--- src/rtl/uart_rx_pkg.sv ---
package uart_rx_pkg;
  localparam int OVS      = 16;
  localparam int OVS_W    = $clog2(OVS);
  localparam logic [OVS_W-1:0] MID_CNT  = OVS_W'(OVS / 2 - 1);
  localparam logic [OVS_W-1:0] LAST_CNT = OVS_W'(OVS - 1);
  localparam int DATA_W   = 8;
  localparam int FLAG_W   = 3;   // [0] parity, [1] framing, [2] break

  typedef enum logic [2:0] {
    RX_IDLE,
    RX_START,
    RX_DATA,
    RX_PAR,
    RX_STOP,
    RX_BRKW
  } rx_state_t;
endpackage

--- src/rtl/uart_rx_framer.sv ---
module uart_rx_framer
  import uart_rx_pkg::*;
(
  input  logic              clk,
  input  logic              rst_n,
  input  logic              tick,
  input  logic              rxd,
  input  logic [1:0]        wlen,
  input  logic              par_en,
  input  logic              par_even,
  output logic              push,
  output logic [DATA_W-1:0] push_data,
  output logic [FLAG_W-1:0] push_flags
);
  rx_state_t         st_q, st_n;
  logic [OVS_W-1:0]  cnt_q, cnt_n;
  logic [2:0]        bidx_q, bidx_n;
  logic [DATA_W-1:0] sh_q, sh_n;
  logic              acc_q, acc_n;
  logic              low_q, low_n;
  logic              perr_q, perr_n;
  logic              last_bit;

  assign last_bit = (bidx_q == (3'(wlen) + 3'd4));

  always_comb begin
    st_n       = st_q;
    cnt_n      = cnt_q;
    bidx_n     = bidx_q;
    sh_n       = sh_q;
    acc_n      = acc_q;
    low_n      = low_q;
    perr_n     = perr_q;
    push       = 1'b0;
    push_data  = sh_q;
    push_flags = '0;
    if (tick) begin
      unique case (st_q)
        RX_IDLE: begin
          if (!rxd) begin
            st_n  = RX_START;
            cnt_n = '0;
          end
        end
        RX_START: begin
          if (cnt_q == MID_CNT) begin
            if (rxd) begin
              st_n = RX_IDLE;
            end else begin
              st_n   = RX_DATA;
              cnt_n  = '0;
              bidx_n = '0;
              sh_n   = '0;
              acc_n  = 1'b0;
              low_n  = 1'b1;
              perr_n = 1'b0;
            end
          end else begin
            cnt_n = cnt_q + 1'b1;
          end
        end
        RX_DATA: begin
          if (cnt_q == LAST_CNT) begin
            cnt_n        = '0;
            sh_n[bidx_q] = rxd;
            acc_n        = acc_q ^ rxd;
            low_n        = low_q & ~rxd;
            if (last_bit) st_n = par_en ? RX_PAR : RX_STOP;
            else          bidx_n = bidx_q + 1'b1;
          end else begin
            cnt_n = cnt_q + 1'b1;
          end
        end
        RX_PAR: begin
          if (cnt_q == LAST_CNT) begin
            cnt_n  = '0;
            perr_n = acc_q ^ rxd ^ ~par_even;
            low_n  = low_q & ~rxd;
            st_n   = RX_STOP;
          end else begin
            cnt_n = cnt_q + 1'b1;
          end
        end
        RX_STOP: begin
          if (cnt_q == LAST_CNT) begin
            push  = 1'b1;
            cnt_n = '0;
            if (rxd) begin
              push_flags = {2'b00, perr_q};
              st_n       = RX_IDLE;
            end else if (low_q) begin
              push_data  = '0;
              push_flags = 3'b100;
              st_n       = RX_BRKW;
            end else begin
              // bad stop level becomes the next start bit
              push_flags = {1'b0, 1'b1, perr_q};
              st_n       = RX_DATA;
              bidx_n     = '0;
              sh_n       = '0;
              acc_n      = 1'b0;
              low_n      = 1'b1;
              perr_n     = 1'b0;
            end
          end else begin
            cnt_n = cnt_q + 1'b1;
          end
        end
        RX_BRKW: begin
          if (rxd) begin
            if (cnt_q == MID_CNT) st_n = RX_IDLE;
            else                  cnt_n = cnt_q + 1'b1;
          end else begin
            cnt_n = '0;
          end
        end
        default: st_n = RX_IDLE;
      endcase
    end
  end

  always_ff @(posedge clk or negedge rst_n) begin
    if (!rst_n) begin
      st_q   <= RX_IDLE;
      cnt_q  <= '0;
      bidx_q <= '0;
      sh_q   <= '0;
      acc_q  <= 1'b0;
      low_q  <= 1'b0;
      perr_q <= 1'b0;
    end else begin
      st_q   <= st_n;
      cnt_q  <= cnt_n;
      bidx_q <= bidx_n;
      sh_q   <= sh_n;
      acc_q  <= acc_n;
      low_q  <= low_n;
      perr_q <= perr_n;
    end
  end
endmodule

--- src/rtl/uart_rx_errfifo.sv ---
module uart_rx_errfifo
  import uart_rx_pkg::*;
#(
  parameter int DEPTH = 16,
  localparam int AW = $clog2(DEPTH),
  localparam int CW = $clog2(DEPTH + 1)
) (
  input  logic              clk,
  input  logic              rst_n,
  input  logic              fifo_en,
  input  logic              push,
  input  logic [DATA_W-1:0] push_data,
  input  logic [FLAG_W-1:0] push_flags,
  input  logic              pop_req,
  input  logic              clr_head,
  output logic [DATA_W-1:0] head_data,
  output logic [FLAG_W-1:0] head_flags,
  output logic [CW-1:0]     cnt,
  output logic              any_err,
  output logic              full
);
  localparam logic [CW-1:0] CAP_DEEP = CW'(DEPTH);

  logic [AW-1:0]     wptr_q, wptr_n, rptr_q, rptr_n;
  logic [CW-1:0]     cnt_q, cnt_n;
  logic              nonempty, wr, rd, clr;
  logic [DATA_W-1:0] d_arr [DEPTH];
  logic [FLAG_W-1:0] f_arr [DEPTH];
  logic [DEPTH-1:0]  err_vec;

  assign nonempty = (cnt_q != '0);
  assign full     = (cnt_q >= (fifo_en ? CAP_DEEP : CW'(1)));
  assign wr       = push & ~full;
  assign rd       = pop_req & nonempty;
  assign clr      = clr_head & nonempty;

  for (genvar i = 0; i < DEPTH; i++) begin : g_ent
    logic [DATA_W-1:0] d_q;
    logic [FLAG_W-1:0] f_q;
    logic              hit_w, hit_c, valid;
    logic [AW-1:0]     off;

    assign hit_w = wr  && (wptr_q == AW'(i));
    assign hit_c = clr && (rptr_q == AW'(i));
    assign off   = AW'(i) - rptr_q;
    assign valid = (CW'(off) < cnt_q);

    always_ff @(posedge clk) begin
      if (hit_w) d_q <= push_data;
    end

    always_ff @(posedge clk or negedge rst_n) begin
      if (!rst_n)     f_q <= '0;
      else if (hit_w) f_q <= push_flags;
      else if (hit_c) f_q <= '0;
    end

    assign d_arr[i]   = d_q;
    assign f_arr[i]   = f_q;
    assign err_vec[i] = valid & (|f_q);
  end

  always_comb begin
    wptr_n = wptr_q + (wr ? AW'(1) : AW'(0));
    rptr_n = rptr_q + (rd ? AW'(1) : AW'(0));
    cnt_n  = cnt_q;
    if (wr && !rd)      cnt_n = cnt_q + 1'b1;
    else if (rd && !wr) cnt_n = cnt_q - 1'b1;
  end

  always_ff @(posedge clk or negedge rst_n) begin
    if (!rst_n) begin
      wptr_q <= '0;
      rptr_q <= '0;
      cnt_q  <= '0;
    end else begin
      wptr_q <= wptr_n;
      rptr_q <= rptr_n;
      cnt_q  <= cnt_n;
    end
  end

  assign head_data  = nonempty ? d_arr[rptr_q] : '0;
  assign head_flags = nonempty ? f_arr[rptr_q] : '0;
  assign cnt        = cnt_q;
  assign any_err    = |err_vec;
endmodule

--- src/rtl/uart_rx_efifo.sv ---
module uart_rx_efifo
  import uart_rx_pkg::*;
#(
  parameter int DEPTH = 16,
  localparam int CW = $clog2(DEPTH + 1)
) (
  input  logic       clk,
  input  logic       rst_n,
  input  logic       tick16,
  input  logic       rxd,
  input  logic [1:0] cfg_wlen,
  input  logic       cfg_par_en,
  input  logic       cfg_par_even,
  input  logic       cfg_fifo_en,
  input  logic       cfg_lsi_en,
  input  logic       data_rd,
  output logic [7:0] rdata,
  input  logic       stat_rd,
  output logic [7:0] status,
  output logic       lsi_irq
);
  logic              push_vld;
  logic [DATA_W-1:0] push_data;
  logic [FLAG_W-1:0] push_flags;
  logic [FLAG_W-1:0] head_flags;
  logic [CW-1:0]     fifo_cnt;
  logic              any_err, fifo_full;
  logic              ovr_q, ovr_n;

  uart_rx_framer u_framer (
    .clk        (clk),
    .rst_n      (rst_n),
    .tick       (tick16),
    .rxd        (rxd),
    .wlen       (cfg_wlen),
    .par_en     (cfg_par_en),
    .par_even   (cfg_par_even),
    .push       (push_vld),
    .push_data  (push_data),
    .push_flags (push_flags)
  );

  uart_rx_errfifo #(.DEPTH(DEPTH)) u_fifo (
    .clk        (clk),
    .rst_n      (rst_n),
    .fifo_en    (cfg_fifo_en),
    .push       (push_vld),
    .push_data  (push_data),
    .push_flags (push_flags),
    .pop_req    (data_rd),
    .clr_head   (stat_rd),
    .head_data  (rdata),
    .head_flags (head_flags),
    .cnt        (fifo_cnt),
    .any_err    (any_err),
    .full       (fifo_full)
  );

  always_comb begin
    ovr_n = ovr_q;
    if (push_vld && fifo_full) ovr_n = 1'b1;
    else if (stat_rd)          ovr_n = 1'b0;
  end

  always_ff @(posedge clk or negedge rst_n) begin
    if (!rst_n) ovr_q <= 1'b0;
    else        ovr_q <= ovr_n;
  end

  assign status  = {cfg_fifo_en & any_err, 2'b00, head_flags, ovr_q, (fifo_cnt != '0)};
  assign lsi_irq = cfg_lsi_en & (|status[4:1]);
endmodule

--- config.mk ---
export PLATFORM = sky130hd
export DESIGN_NAME = uart_rx_efifo
export DESIGN_NICKNAME = d
export VERILOG_FILES = /design/src/rtl/uart_rx_pkg.sv /design/src/rtl/uart_rx_framer.sv /design/src/rtl/uart_rx_errfifo.sv /design/src/rtl/uart_rx_efifo.sv
export SDC_FILE = /design/constraint.sdc
export NUM_CORES = 1
export LEC_CHECK = 0
export ABC_AREA = 1
export BUFFER_PORTS_ARGS = -buffer_cell sky130_fd_sc_hd__buf_2
export CAP_MARGIN = 30
export CORE_ASPECT_RATIO = 1.75
export CORE_MARGIN = 2
export CORE_UTILIZATION = 40
export DETAILED_ROUTE_END_ITERATION = 16
export HOLD_SLACK_MARGIN = 0.1
export SLEW_MARGIN = 20
export SYNTH_ARGS = -nofsm -noshare
export SYNTH_HDL_FRONTEND = slang
export SYNTH_SLANG_ARGS = --single-unit
--- constraint.sdc ---
create_clock -name clk -period 3.76 [get_ports clk]
set_input_delay 0.376 -clock clk [delete_from_list [all_inputs] [get_ports clk]]
set_output_delay 0.376 -clock clk [all_outputs]
set_load 0.02 [all_outputs]
### Word-level counts from Yosys, hierarchy flattened

Index checks and enable logic that the tools add are counted.

* register bits: 211
* memories: 0
* ROM bits: 0
* input port bits: 12
* bits in latches: 0
* memory bits (writable): 0

* multipliers: 0
* shifts and indexed selects: 0
* divide/modulo/power cells: 0
* add/sub/neg operators: 23
* bitwise logic cells: 28
* order comparisons: 20
* reductions and logical operators: 90
* equal/unequal tests: 52
* muxes and demuxes: 111

Operators with widths (number)
* 3-bit 2-to-1 mux: 58
* 8-bit 2-to-1 mux: 14
* 4-bit by 5-bit less-than comparator with 1-bit output: 16
* 4-bit equality test (second input constant): 17
* 3-bit OR reduction: 17
* 4-bit by 3-bit equality test with 1-bit output (second input constant): 9
* 1-bit logical AND: 36
* 2-bit nonzero test: 18
* 8-bit binary-select mux with 4-bit select: 1
* 4-bit subtractor (first input constant): 8
* 8-bit case mux with 3 select lines: 1
* 1-bit AND: 22
* 4-bit 2-to-1 mux: 5
* 1-bit 2-to-1 mux: 19
* 3-bit case mux with 6 select lines: 1
* 9-bit AND reduction: 2
* 4-bit by 2-bit equality test with 1-bit output (second input constant): 4
* 4-bit case mux with 4 select lines: 1
* 8-bit AND reduction: 2
* 16-bit OR reduction: 1
* 3-bit by 4-bit subtractor with 4-bit output (first input constant): 4
* 5-bit 2-to-1 mux: 3
* 2-bit by 1-bit != test with 1-bit output (second input constant): 7
* 3-bit binary-select mux with 4-bit select: 1
* 37 further kinds: 57

### Depth between registers and ports, before layout

* depth after elaboration: 9
* gate-level depth with buffers: 21

### Cells and area by module

A second synthesis with hierarchy kept.

* cell total of the unflattened synthesis: 1393
* area total of the unflattened synthesis: 11972.7 µm²

By module, submodules not included
* uart_rx_errfifo: area each 10103.4 µm², seq. area each 5370.2 µm², cells an instance 1103, times used 1
* uart_rx_framer: area each 1769.2 µm², seq. area each 525.5 µm², cells an instance 273, times used 1
* uart_rx_efifo: area each 100.1 µm², seq. area each 25.0 µm², cells an instance 17, times used 1

### Worst setup path before layout

OpenSTA, ideal clock, no wires.

* kind: register to output
* from: register u_fifo.rptr_q[1]
* to: output status[7]
* data arrival time: 2.832 ns
* stages on the path, launching flop included: 20
* path slack: 0.552 ns
* cells stage by stage: dfrtp_1 -> buf_2 -> clkinv_1 -> buf_4 -> buf_2 -> ha_1 -> nand2_1 -> nand2_1 -> xor2_1 -> inv_1 -> ha_1 -> inv_1 -> nor2_1 -> a21boi_0 -> nand3b_1 -> nand2_1 -> nor2_1 -> nand2_1 -> nor2_1 -> nor2_1

* longest elaborated chain between the ends: 5
* elaborated cells between the ends (all ways): 50
* classes of those cells: add/sub: 16; order compare: 16; bitwise: 17; reduce/logical: 1

RTL lines
* from (decl): line uart_rx_errfifo.sv:24 `logic [AW-1:0] wptr_q, wptr_n, rptr_q, rptr_n;`
* from (signal assigned): line uart_rx_errfifo.sv:78 `rptr_q <= rptr_n;`
* 1-bit by 4-bit subtractor with 4-bit output (tied with other cells): line uart_rx_errfifo.sv:45 `assign off = AW'(i) - rptr_q;`
* 4-bit by 5-bit less-than comparator with 1-bit output: line uart_rx_errfifo.sv:46 `assign valid = (CW'(off) < cnt_q);`
* 1-bit AND: line uart_rx_errfifo.sv:60 `assign err_vec[i] = valid & (|f_q);`
* 16-bit OR reduction (*): line uart_rx_errfifo.sv:86 `assign any_err = |err_vec;`
* 1-bit AND (*): line uart_rx_efifo.sv:70 `assign status = {cfg_fifo_en & any_err, 2'b00, head_flags, ovr_q, (fifo_cnt != '0)};`
* to (decl): line uart_rx_efifo.sv:19 `output logic [7:0] status,`

Every way passes the cells marked *; elsewhere a longest branch is shown, timed or not.

### Worst setup path after layout

Ends and elaborated chain as after synthesis.

==> flow_results.org <==
** Power
- VDD sags by at most 0.314 mV.
- LEAKAGE :: 5.60 nW
- Power spread over the standard cell area amounts to 733 nW/µm².

** Floorplanning
- I/O pins :: 29
- The die is 132 µm wide.
- In this run the core area contains 81 standard-cell rows.
- Floorplan core area :: 28,000 µm²
- Initial standard-cell utilization of the core :: 0.408
- From bottom edge to top edge, the die measures 227 µm.
- Die outline area :: 29,900 µm²

** Route
- In the final routed layout, each cell accounts on average for 18.2 µm.
- After the first detailed-routing iteration, the DRC count stood at 584.
- Drt total wl :: 31.1 mm
- Via count of the routed design :: 9,123
- In this run the remaining antenna-violating nets after routing total 0.
- In the routed layout, each cell is associated on average with a via count of 5.34.
- # DRC :: 0
- The first TritonRoute pass finished after 5 iterations.

** STA
- Setup repair after global routing left no endpoint under its margin.
- Post-route clock period utilization :: 0.932
- Least-Margin Pin Slew :: 824 ps
- Setup-failing EPs final :: 0
- The final-report max-slew violation count was 0.
- The number of hold-slack violations in the final timing report came to 0.
- Worst rel slew slack :: 0.451
- Highest attainable clock frequency :: 0.285 GHz
- Between clock sinks in the finished design, the worst skew comes to 10.9 ps.
- Setup total negative slack on the finished layout was measured at 0 ps.
- Hold is met by 268 ps.
- Final critical-path required period :: 3500 ps
- Worst Slack Setup Final :: 257 ps

** Global route
- GRT overflow :: 0
- The initial antenna violation count is 0.
- For this run, the total global-route usage over all layers was measured as 0.209.
- The via count of the first global-routing pass is 8,970.
- Maximum number of pins on one net before global-route repair :: 95
- The first global-routing pass estimated 48.7 mm of wire.

** Yosys
- Of the post-synthesis cell area, the dominant cell type holds 0.337.
- The portion of synthesized area spent on multiplexers is 0.
- Share of the synthesized area in compound gates (AO/OA/AOI/OAI) :: 0.0853
- Post-synthesis share of cell area spent on and, or, nand and nor gates :: 0.253
- The biggest area contributor in the post-synthesis netlist is sky130_fd_sc_hd__edfxtp_1.
- In this run, synthesis produced a sequential element count of 211.
- Sequential fraction of the synthesis area :: 0.519
- Dividing the synthesized area by the synthesized cell count gives 8.78 µm².
- Sorting the synthesized cells by area gives the leading types as sky130_fd_sc_hd__edfxtp_1, sky130_fd_sc_hd__dfrtp_1, sky130_fd_sc_hd__nand2_1, sky130_fd_sc_hd__ha_1, sky130_fd_sc_hd__nand3_1.
- After synthesis, the netlist uses 40 different library cells.
- Cell Area, Synth :: 11,400 µm²
- Instance count of the mapped netlist :: 1,299
- Main combinational cell family by area after synthesis :: simple AND/OR/NAND/NOR gates
- Of the total synthesized cell area, the portion taken by XOR and XNOR cells is 0.0146.
- Adder and majority cell fraction of the synthesized area :: 0.0610
- Yosys printed 0 warnings.

** Final layout
- Relative to the synthesized area, the layout overhead comes to 11.1%.
- Final Non-Filler Cells :: 1,709
- Post-layout net count :: 1,389
- Number of fill cells in the layout :: 2,757
- Of the cells placed in the final design, the portion with a size suffix greater than 1 is 0.0853.
- Final Cell Area :: 12,700 µm²
- 0 antenna diodes ended up in the layout.

** Clock network
- Clock-pin transition on the worst setup and hold timing paths :: 60 ps
- Clock tree synthesis inserted a total of 21 buffers.
- Clock root buffer :: sky130_fd_sc_hd__clkbuf_16
- In this run the number of H-tree levels came out at 1.
- Worst-Skew Late Latency :: 510 ps
- The number of setup buffers added after CTS is 0.
- Clock tree synthesis found a total of 211 sinks.
- Bufs on Longest Clock Path :: 3
- TritonCTS built the clock tree.

** Worst setup path
- Data on the critical path arrives at its endpoint at 3130 ps.
- Worst setup path endpoint :: status[7]
- Endpoint kind of the worst setup timing path :: output port
- Worst setup path startpoint :: u_fifo.rptr_q[1]
- Largest driver fanout on the critical path :: 15
- R2r endpoint :: u_fifo.g_ent[2].d_q[0]
- In this run the critical register-to-register path is launched from u_fifo.cnt[0].
- Number of cells on the worst reg-to-reg path :: 12
- At the worst endpoint, the required time is 3380 ps.
- The worst setup path is of the flip-flop to output port kind.
- The worst setup path is launched from a flip-flop.
- Worst setup slack for register-to-register paths :: 780 ps

** Placement
- Port buffering added 26 buffers.
- Area post-placement :: 12,000 µm²
- Setup Slack @ Placement :: 770 ps
- Routability-driven placement finished with a final weighted congestion of 0.936.
- After detailed placement, the design holds a cell count of 1,670.
- Half-perimeter wire length after detailed placement :: 22.1 mm

** Status
- Run status :: complete, no violations

** Job
- Max-cap check violation count :: 0

** Worst hold path
- In this run the worst hold path is classified as input port to flip-flop.
worst min-delay path by stage:
stage | start | to | cells past startpoint
2_1_floorplan | rst_n | ovr_q | 0
3_3_place_gp | u_framer.sh_q[5] | u_framer.sh_q[5] | 2
3_5_place_dp | u_framer.sh_q[5] | u_framer.sh_q[5] | 2
4_1_cts | tick16 | u_framer.low_q | 5
5_1_grt | tick16 | u_framer.low_q | 5
6_report | tick16 | u_framer.low_q | 5
layout by cell type (no fill, tap or decap), types with 8 or more instances in the layout:
master / instances
sky130_fd_sc_hd__edfxtp_1: 128
sky130_fd_sc_hd__o221ai_1: 26
sky130_fd_sc_hd__xor2_1: 13
sky130_fd_sc_hd__buf_4: 27
sky130_fd_sc_hd__buf_2: 25
sky130_fd_sc_hd__nand3_1: 135
sky130_fd_sc_hd__nand4_1: 25
sky130_fd_sc_hd__ha_1: 54
sky130_fd_sc_hd__dfrtp_1: 81
sky130_fd_sc_hd__a21oi_1: 23
sky130_fd_sc_hd__nor2_1: 145
sky130_fd_sc_hd__nor3_1: 22
sky130_fd_sc_hd__o22ai_1: 8
sky130_fd_sc_hd__o21ai_0: 98
sky130_fd_sc_hd__clkbuf_16: 21
sky130_fd_sc_hd__nor3_2: 12
sky130_fd_sc_hd__nand2_1: 307
sky130_fd_sc_hd__inv_1: 120
sequential cells by signal (all words and copies together), names as in the netlist, 4 cells and up:
name	cells
u_fifo.g_ent.d_q	128
u_fifo.g_ent.f_q	48
u_framer.sh_q	8
u_fifo.cnt	5
u_fifo.rptr_q	4
u_fifo.wptr_q	4
u_framer.cnt_q	4
metal layers:
| layer | vias to the layer above | routed length, µm | part of all wire | track usage |
|---|---|---|---|---|
| li1 | 4434 | - | - | - |
| met1 | 4343 | 11400 | 0.37 | 0.219 |
| met2 | 253 | 16300 | 0.52 | 0.395 |
| met3 | 93 | 1240 | 0.040 | 0.0216 |
| met4 | 0 | 2160 | 0.070 | 0.141 |
| met5 | - | 0 | 0 | 0 |
area by class of cell:
class	instances	area, µm²	share of cell area
multi-input combinational	904	4730	0.373
inverter	128	480	0.0379
timing repair buffer	56	379	0.0299
tap	373	467	0.0368
clock buffer	26	564	0.0445
sequential	211	5920	0.467
clock inverter	11	139	0.0110
kinds of logic (layout without fill, tap and decap cells):
| logic type | Yosys count | count (layout) |
|---|---|---|
| and+or+nand+nor | 661 | 661 |
| DFF | 211 | 211 |
| buffers and inverters | 185 | 221 |
| AOI/OAI and AO/OA | 167 | 167 |
| adders and majority gates | 55 | 55 |
| xor gates and xnor gates | 19 | 19 |
| other | 1 | 2 |
cells in the mapped netlist (all sizes together):
cell type	instances
nand2	309
nor2	149
nand3	136
edfxtp	128
inv	126
o21ai	100
dfrtp	83
ha	54
buf	41
nor3	35
o221ai	26
nand4	25
a21oi	23
clkbuf	16
xor2	13
o22ai	8
xnor2	6
nand3b	5
a21boi	4
a21o	2
clkinv	2
a22oi	1
and2	1
conb	1
fa	1
nor4	1
o211ai	1
o21bai	1
o31ai	1
per-stage QoR:
stage | util | power (mW)
after floorplan | - | 5.83
after global placement | 0.427 | 7.07
after CTS | 0.453 | 9.34
final | 0.453 | 9.29
after detailed placement | 0.427 | 7.14
after global routing | 0.453 | 9.99
critical path, cell delays in order, from the launching register on:
cell and delay (ps):
sky130_fd_sc_hd__dfrtp_1 350, sky130_fd_sc_hd__buf_4 240, sky130_fd_sc_hd__ha_1 300, sky130_fd_sc_hd__nand2_1 80, sky130_fd_sc_hd__nand2_1 80, sky130_fd_sc_hd__xor2_1 250
sky130_fd_sc_hd__inv_1 70, sky130_fd_sc_hd__ha_1 270, sky130_fd_sc_hd__inv_1 30, sky130_fd_sc_hd__nor2_1 110, sky130_fd_sc_hd__a21boi_0 100, sky130_fd_sc_hd__nand3b_1 80
sky130_fd_sc_hd__nand2_1 50, sky130_fd_sc_hd__nor2_1 160, sky130_fd_sc_hd__nand2_1 70, sky130_fd_sc_hd__nor2_1 140, sky130_fd_sc_hd__nor2_1 50, sky130_fd_sc_hd__buf_2 160
where the power goes:
group	internal, mW	total, mW	leakage [nW]	switching [mW]
logic	1.40	4.39	2.98	2.99
clock network	1.28	2.18	0.342	0.899
registers	2.59	2.72	2.27	0.135
timing repair:
item	CTS	global route
resized for setup	0	2
hold buffers	2	0
endpoints found under the setup margin	0	1
endpoints found under the hold margin	60	0
Power figures use the tool's default switching activity.
